===== config.mk =====
export PLATFORM = sky130hd
export DESIGN_NAME = tick_uart
export DESIGN_NICKNAME = d
export VERILOG_FILES = /design/src/rtl/tick_uart.sv
export SDC_FILE = /design/constraint.sdc
export NUM_CORES = 1
export LEC_CHECK = 0
export BUFFER_PORTS_ARGS = -buffer_cell sky130_fd_sc_hd__buf_2
export CELL_PAD_IN_SITES_DETAIL_PLACEMENT = 0
export CELL_PAD_IN_SITES_GLOBAL_PLACEMENT = 1
export CORE_MARGIN = 10
export CORE_UTILIZATION = 26
export CTS_BUF_LIST = sky130_fd_sc_hd__clkbuf_16
export DETAILED_ROUTE_END_ITERATION = 7
export GPL_ROUTABILITY_DRIVEN = 0
export PLACE_DENSITY_LB_ADDON = 0.1
export SLEW_MARGIN = 20
export SYNTH_ARGS = -nofsm -noshare
export SYNTH_HDL_FRONTEND = slang
export SYNTH_SLANG_ARGS = --single-unit

===== constraint.sdc =====
create_clock -name clk -period 4.2 [get_ports clk]
set_input_delay 0.84 -clock clk [delete_from_list [all_inputs] [get_ports clk]]
set_output_delay 0.84 -clock clk [all_outputs]
set_load 0.02 [all_outputs]

===== src/rtl/tick_uart.sv =====
module tick_uart #(
  parameter int OSR      = 16,
  parameter int NBITS    = 8,
  parameter int TX_STOPS = 2
) (
  input  logic             clk,
  input  logic             rst_n,
  input  logic             tick,
  input  logic             par_en,
  input  logic             tx_wr,
  input  logic [NBITS-1:0] tx_data,
  output logic             tx_busy,
  output logic             txd,
  input  logic             rxd,
  output logic [NBITS-1:0] rx_data,
  output logic             rx_valid,
  output logic             tx_irq,
  output logic             rx_irq
);
  localparam int CW    = $clog2(OSR);
  localparam int FRAME = NBITS + 1 + TX_STOPS;
  localparam int FW    = $clog2(FRAME + 1);
  localparam int BW    = $clog2(NBITS + 1);
  localparam int MID   = OSR / 2 - 1;

  // transmitter
  logic [FRAME-1:0] tsh;
  logic [CW-1:0]    tcnt;
  logic [FW-1:0]    tidx;
  logic [NBITS-1:0] tpay;
  logic             tbit_end;

  always_comb begin
    tpay = tx_data;
    if (par_en) tpay[NBITS-1] = ~^tx_data[NBITS-2:0];
  end

  assign tbit_end = tick && (tcnt == CW'(OSR - 1));

  always_ff @(posedge clk or negedge rst_n) begin
    if (!rst_n) begin
      tsh     <= '1;
      tcnt    <= '0;
      tidx    <= '0;
      tx_busy <= 1'b0;
      tx_irq  <= 1'b0;
    end else begin
      tx_irq <= 1'b0;
      if (!tx_busy) begin
        if (tx_wr) begin
          tsh     <= {{TX_STOPS{1'b1}}, tpay, 1'b0};
          tcnt    <= '0;
          tidx    <= '0;
          tx_busy <= 1'b1;
        end
      end else if (tick) begin
        tcnt <= tbit_end ? '0 : tcnt + 1'b1;
        if (tbit_end) begin
          if (tidx == FW'(FRAME - 1)) begin
            tx_busy <= 1'b0;
            tx_irq  <= 1'b1;
          end else begin
            tsh  <= {1'b1, tsh[FRAME-1:1]};
            tidx <= tidx + 1'b1;
          end
        end
      end
    end
  end

  assign txd = tx_busy ? tsh[0] : 1'b1;

  // receiver
  typedef enum logic [1:0] {R_IDLE, R_START, R_DATA, R_STOP} rstate_t;
  rstate_t          rst_q;
  logic [1:0]       rsync;
  logic             rs;
  logic [CW-1:0]    rcnt;
  logic [BW-1:0]    ridx;
  logic [NBITS-1:0] rsh;
  logic             rbit_end;

  assign rs       = rsync[1];
  assign rbit_end = tick && (rcnt == CW'(OSR - 1));

  always_ff @(posedge clk or negedge rst_n) begin
    if (!rst_n) begin
      rsync    <= 2'b11;
      rst_q    <= R_IDLE;
      rcnt     <= '0;
      ridx     <= '0;
      rsh      <= '0;
      rx_data  <= '0;
      rx_valid <= 1'b0;
    end else begin
      rsync    <= {rsync[0], rxd};
      rx_valid <= 1'b0;
      case (rst_q)
        R_IDLE: if (tick && !rs) begin
          rst_q <= R_START;
          rcnt  <= '0;
        end
        R_START: if (tick) begin
          if (rcnt == CW'(MID)) begin
            rcnt <= '0;
            ridx <= '0;
            rst_q <= rs ? R_IDLE : R_DATA;
          end else begin
            rcnt <= rcnt + 1'b1;
          end
        end
        R_DATA: if (tick) begin
          rcnt <= rbit_end ? '0 : rcnt + 1'b1;
          if (rbit_end) begin
            rsh <= {rs, rsh[NBITS-1:1]};
            if (ridx == BW'(NBITS - 1)) rst_q <= R_STOP;
            else ridx <= ridx + 1'b1;
          end
        end
        R_STOP: if (tick) begin
          rcnt <= rbit_end ? '0 : rcnt + 1'b1;
          if (rbit_end) begin
            rst_q <= R_IDLE;
            if (rs) begin
              rx_valid <= 1'b1;
              rx_data  <= par_en ? {~^rsh, rsh[NBITS-2:0]} : rsh;
            end
          end
        end
        default: rst_q <= R_IDLE;
      endcase
    end
  end

  assign rx_irq = rx_valid;
endmodule



# Yosys cells after proc, flatten, opt, wreduce, memory -nomap -nowiden
# Cells that the tools add are included.
[op_classes]
addsub = 4
n_eq_ne = 21
muxes = 51
n_reduce_logical = 17
[ops]
columns = ["cell", "count"]
rows = [
  ["$mux W4", 18],
  ["$mux W11", 5],
  ["$ne A2 B2 Y1 const B", 11],
  ["$mux W2", 9],
  ["$add A4 B1 Y4 const B", 4],
  ["$mux W1", 15],
  ["$eq A4 B4 Y1 const B", 3],
  ["$pmux W4 S3", 1],
  ["$eq A4 B3 Y1 const B", 2],
  ["$mux W8", 1],
  ["$pmux W2 S4", 1],
  ["$pmux W4 S2", 1],
  ["$reduce_and A4 Y1", 2],
  ["$reduce_and A8 Y1", 1],
  ["$reduce_xnor A8 Y1", 1],
  ["$reduce_xnor A7 Y1", 1],
  ["$reduce_and A3 Y1", 2],
  ["$reduce_and A6 Y1", 1],
  ["$eq A2 B2 Y1 const B", 2],
  ["$ne A2 B1 Y1 const B", 2],
  ["$reduce_bool A2 Y1", 2],
  ["$logic_and A1 B1 Y1", 3],
  ["$eq A2 B1 Y1 const B", 1],
  ["$logic_not A2 Y1", 1],
  ["other kinds (3)", 3],
]
[word_totals]
ff_bits = 50
input_bits = 14
out_inout_bits = 13
word_cells = 105

# Logic depth before layout (Yosys ltp)
[logic_depth]
ltp_word = 5
ltp_mapped = 7
depth_no_buf = 6

# Least setup slack after synthesis
# Ideal clock, no wire load.
[synth_path]
kind = "flip-flop to output port"
from = "reg tx_busy"
to = "out txd"
arrival_time_ns = 1.234
required_time_ns = 3.360
slack_ns = 2.126
path_stages_with_launch = 4
n_path_buf = 2
path_cell_list = "dfrtp_1 buf_6 clkbuf_1 nand2b_1"
[synth_via]
elab_chain_len = 1
[synth_lines]
columns = ["item", "line_no", "text"]
rows = [
  ["start, declared", "12", "output logic tx_busy,"],
  ["start signal, assigned", "45", "tx_busy <= 1'b0;"],
  ["start signal, assigned", "54", "tx_busy <= 1'b1;"],
  ["start signal, assigned", "60", "tx_busy <= 1'b0;"],
  ["$mux W1", "71", "assign txd = tx_busy ? tsh[0] : 1'b1;"],
  ["end, declared", "13", "output logic txd,"],
]
# Every way passes these cells.

# Worst setup path in the final report
[layout_path]
from = "reg tx_busy"
to = "out tx_busy"
# No word-level cell between the ends.

==> run metrics <==
status=finished clean; CTS clk-pin slew, worst paths=about 0.070 ns; Post-Synth XOR/XNOR Area=0.0604; multiplexer area fraction after synthesis=0.128; CP top delay family=flip-flops; post-synthesis simple-gate area fraction=0.149; n_diodes=0; Worst Path Buf+Inv=1; GRT Resource Usage Total=0.0746; Die Y=around 120 um; Leak=1.31 nW; synth unique cells=47; CTS tree=built; vias in the first global route=about 1,700; Crit path largest cell delay=0.89 ns; DP Wirelength=between 3000 and 4000 um; Seq cells post-synth=48; Crit Path Class=reg2out; unrepaired setup endpoints after global routing=no; EDFF count, synth=0; share of post-route cells with drive strength above 1=0.316; syn nets=230; Tmin final=2.32 ns; worst slew pin tran=between 0.8 and 0.9 ns; Critical Path RT=3.36 ns; fin crit share=0.553; WL final=4950 um; ys flop type=dfrtp_1; Syn-to-layout area delta=16.2%; critical-path cell list=buf_2; Mapped Area=0.00249 mm2; Layout Cells excl Fill=366; highest-delay cell along the critical path=dfrtp_1; Yosys warnings=0; Final Setup Violations=0; Worst EP arrival=between 1 and 1.5 ns; sequential share of the synthesized area=0.489; initial antenna violation count=0; Fmax=431 MHz; vias per cell=roughly 4.3; max-slew violations=0; Synth Area in Compound Gates=0.108; clock sinks=48; setup TNS=0 ns; ANT nets after route=0; Die Area=0.0139 mm2; Initial Util=0.268; Syn Inst Count=211; htree depth=2; Filler Cell Count=~970; # nets final=about 260; Design Power=1.33 mW; hold buffers post-CTS=0; crit start category=flip-flop; clk_skew=0.00632 ns; Max Root-Sink Buffers=2; post-synthesis adder-cell area fraction=0.0252; Port Buffers=26; TritonRoute pass-1 iters=4; maxcap violations=0; pwr/cell area=459 mW/mm2; Worst setup EP type=primary output; largest family of logic cells by synthesized area=simple AND/OR/NAND/NOR gates; Place WS=1.64 ns; Vias=1,589; postcts setup bufs=0; peak supply drop=0.157 mV; wire per inst=13.5 um; Final Hold Slack=0.349 ns; CTS resizes=0; Max-slew headroom=0.436; die width=approximately 120 um; std cell rows=35; ys async rst share=1.00; remaining routing DRC violations=0; clock latency at the later pin of the worst-skew pair=0.29 ns; Cells after DPL=358; clock root buffer master=clkbuf_16; DRT iter0 DRCs=39; CTS buffer count=5; Core ar.=just over 0.009 mm2; largest net degree at the start of global routing=30; Final Hold Fails=0; first-pass GRT wire length=8610 um; Avg Inst Size Synth=around 12 um2; worst-path maximum fanout=17; IO Pins=27; worst setup margin=about 1.9 ns; total gr overflow=0; worst hold path type=reg2reg
-- synth_stat cells, types with 2 or more instances --
| cell | number | area, um2 |
|---|---|---|
| nor2_1 | 10 | 37.5 |
| dfstp_2 | 11 | 289 |
| inv_1 | 8 | 30.0 |
| xnor2_1 | 9 | 78.8 |
| a21oi_1 | 4 | 20.0 |
| buf_2 | 2 | 10.0 |
| ha_1 | 5 | 62.6 |
| nor2b_1 | 2 | 12.5 |
| buf_4 | 3 | 22.5 |
| nor3_1 | 2 | 10.0 |
| dfrtp_1 | 37 | 926 |
| a22o_1 | 7 | 61.3 |
| xnor3_1 | 2 | 45.0 |
| nand2_1 | 18 | 67.6 |
| xor2_1 | 3 | 26.3 |
| mux2i_1 | 9 | 90.1 |
| o21ai_0 | 18 | 90.1 |
| o31ai_1 | 2 | 15.0 |
| buf_6 | 3 | 33.8 |
| mux2_2 | 17 | 191 |
| nand2b_1 | 3 | 18.8 |
| nand4_1 | 3 | 18.8 |
| nand3b_1 | 4 | 30.0 |
| nand3_1 | 5 | 25.0 |
| nor4_1 | 2 | 12.5 |
-- area by class of cell --
| type | instances | area [um2] | share of cell area |
|---|---|---|---|
| multi-input combinational | 146 | 1170 | 0.406 |
| clock inverter | 3 | 47.5 | 0.0165 |
| timing repair buffer | 27 | 138 | 0.0477 |
| tap | 129 | 161 | 0.0559 |
| inverter | 8 | 30.0 | 0.0104 |
| sequential | 48 | 1210 | 0.421 |
| clock buffer | 5 | 125 | 0.0433 |
-- placed cells by master, fill, tap and decap left out, types with 3 or more instances in the layout --
cell / instances
mux2_2: 17
mux2i_1: 9
buf_2: 26
a22o_1: 7
clkbuf_16: 5
nand3_1: 5
ha_1: 5
nand4_1: 3
nand2_1: 18
nand2b_1: 3
o21ai_0: 18
inv_1: 8
nor2_1: 10
xor2_1: 3
xnor2_1: 9
nand3b_1: 4
dfrtp_1: 37
dfstp_2: 11
a21oi_1: 4
-- metal layers --
| layer | GRT usage | part of all wire | vias up |
|---|---|---|---|
| met2 | 0.124 | 0.48 | 24 |
| met4 | 0.0232 | 0.0093 | 0 |
| met1 | 0.0893 | 0.48 | 754 |
| met5 | 0 | 0 | - |
| li1 | - | - | 807 |
| met3 | 0.0230 | 0.035 | 4 |
-- cells by family (layout without fill, tap and decap cells) --
family                   count (synthesis)  after routing
AO/OA/AOI/OAI                           39             39
XOR/XNOR                                14             14
adder cells (fa/ha/maj)                  5              5
buffers and inverters                   17             43
flip-flops                              48             48
multiplexers                            28             28
AND/OR/NAND/NOR                         60             60
-- report_power, final --
group	switching, mW	leakage (nW)	internal [mW]
clock	0.179	0.0840	0.283
combinational	0.112	0.630	0.121
sequential	0.0905	0.599	0.540
-- sequential cells by signal (all words and copies together) (netlist names), named ones only --
name     flops
tsh          9
rsh          8
rx_data      8
rcnt         4
ridx         4
tcnt         4
tidx         4
rsync        2
rst_q        1
rx_irq       1
tx_busy      1
tx_irq       1
-- worst paths after layout --
path / start / end / slack [ns] / cells past startpoint
worst max-delay path: tx_busy / tx_busy / 1.88 / 1
worst min-delay path: rsync[0] / rsync[1] / 0.35 / 0
worst max register to register: rcnt[0] / rsh[1] / 2.13 / 4
worst min register to register: rsync[0] / rsync[1] / 0.35 / 0
max in group asynchronous: rst_n / tsh[6] / 2.81 / 2
min in group asynchronous: rst_n / ridx[2] / 0.60 / 1
-- per-stage QoR --
step            util  area [um2]
2_1_floorplan      -        2490
3_3_place_gp   0.292        2720
3_5_place_dp   0.292        2720
4_1_cts        0.311        2890
5_1_grt        0.311        2890
6_report       0.311        2890
(Power assumes the default switching activity.)
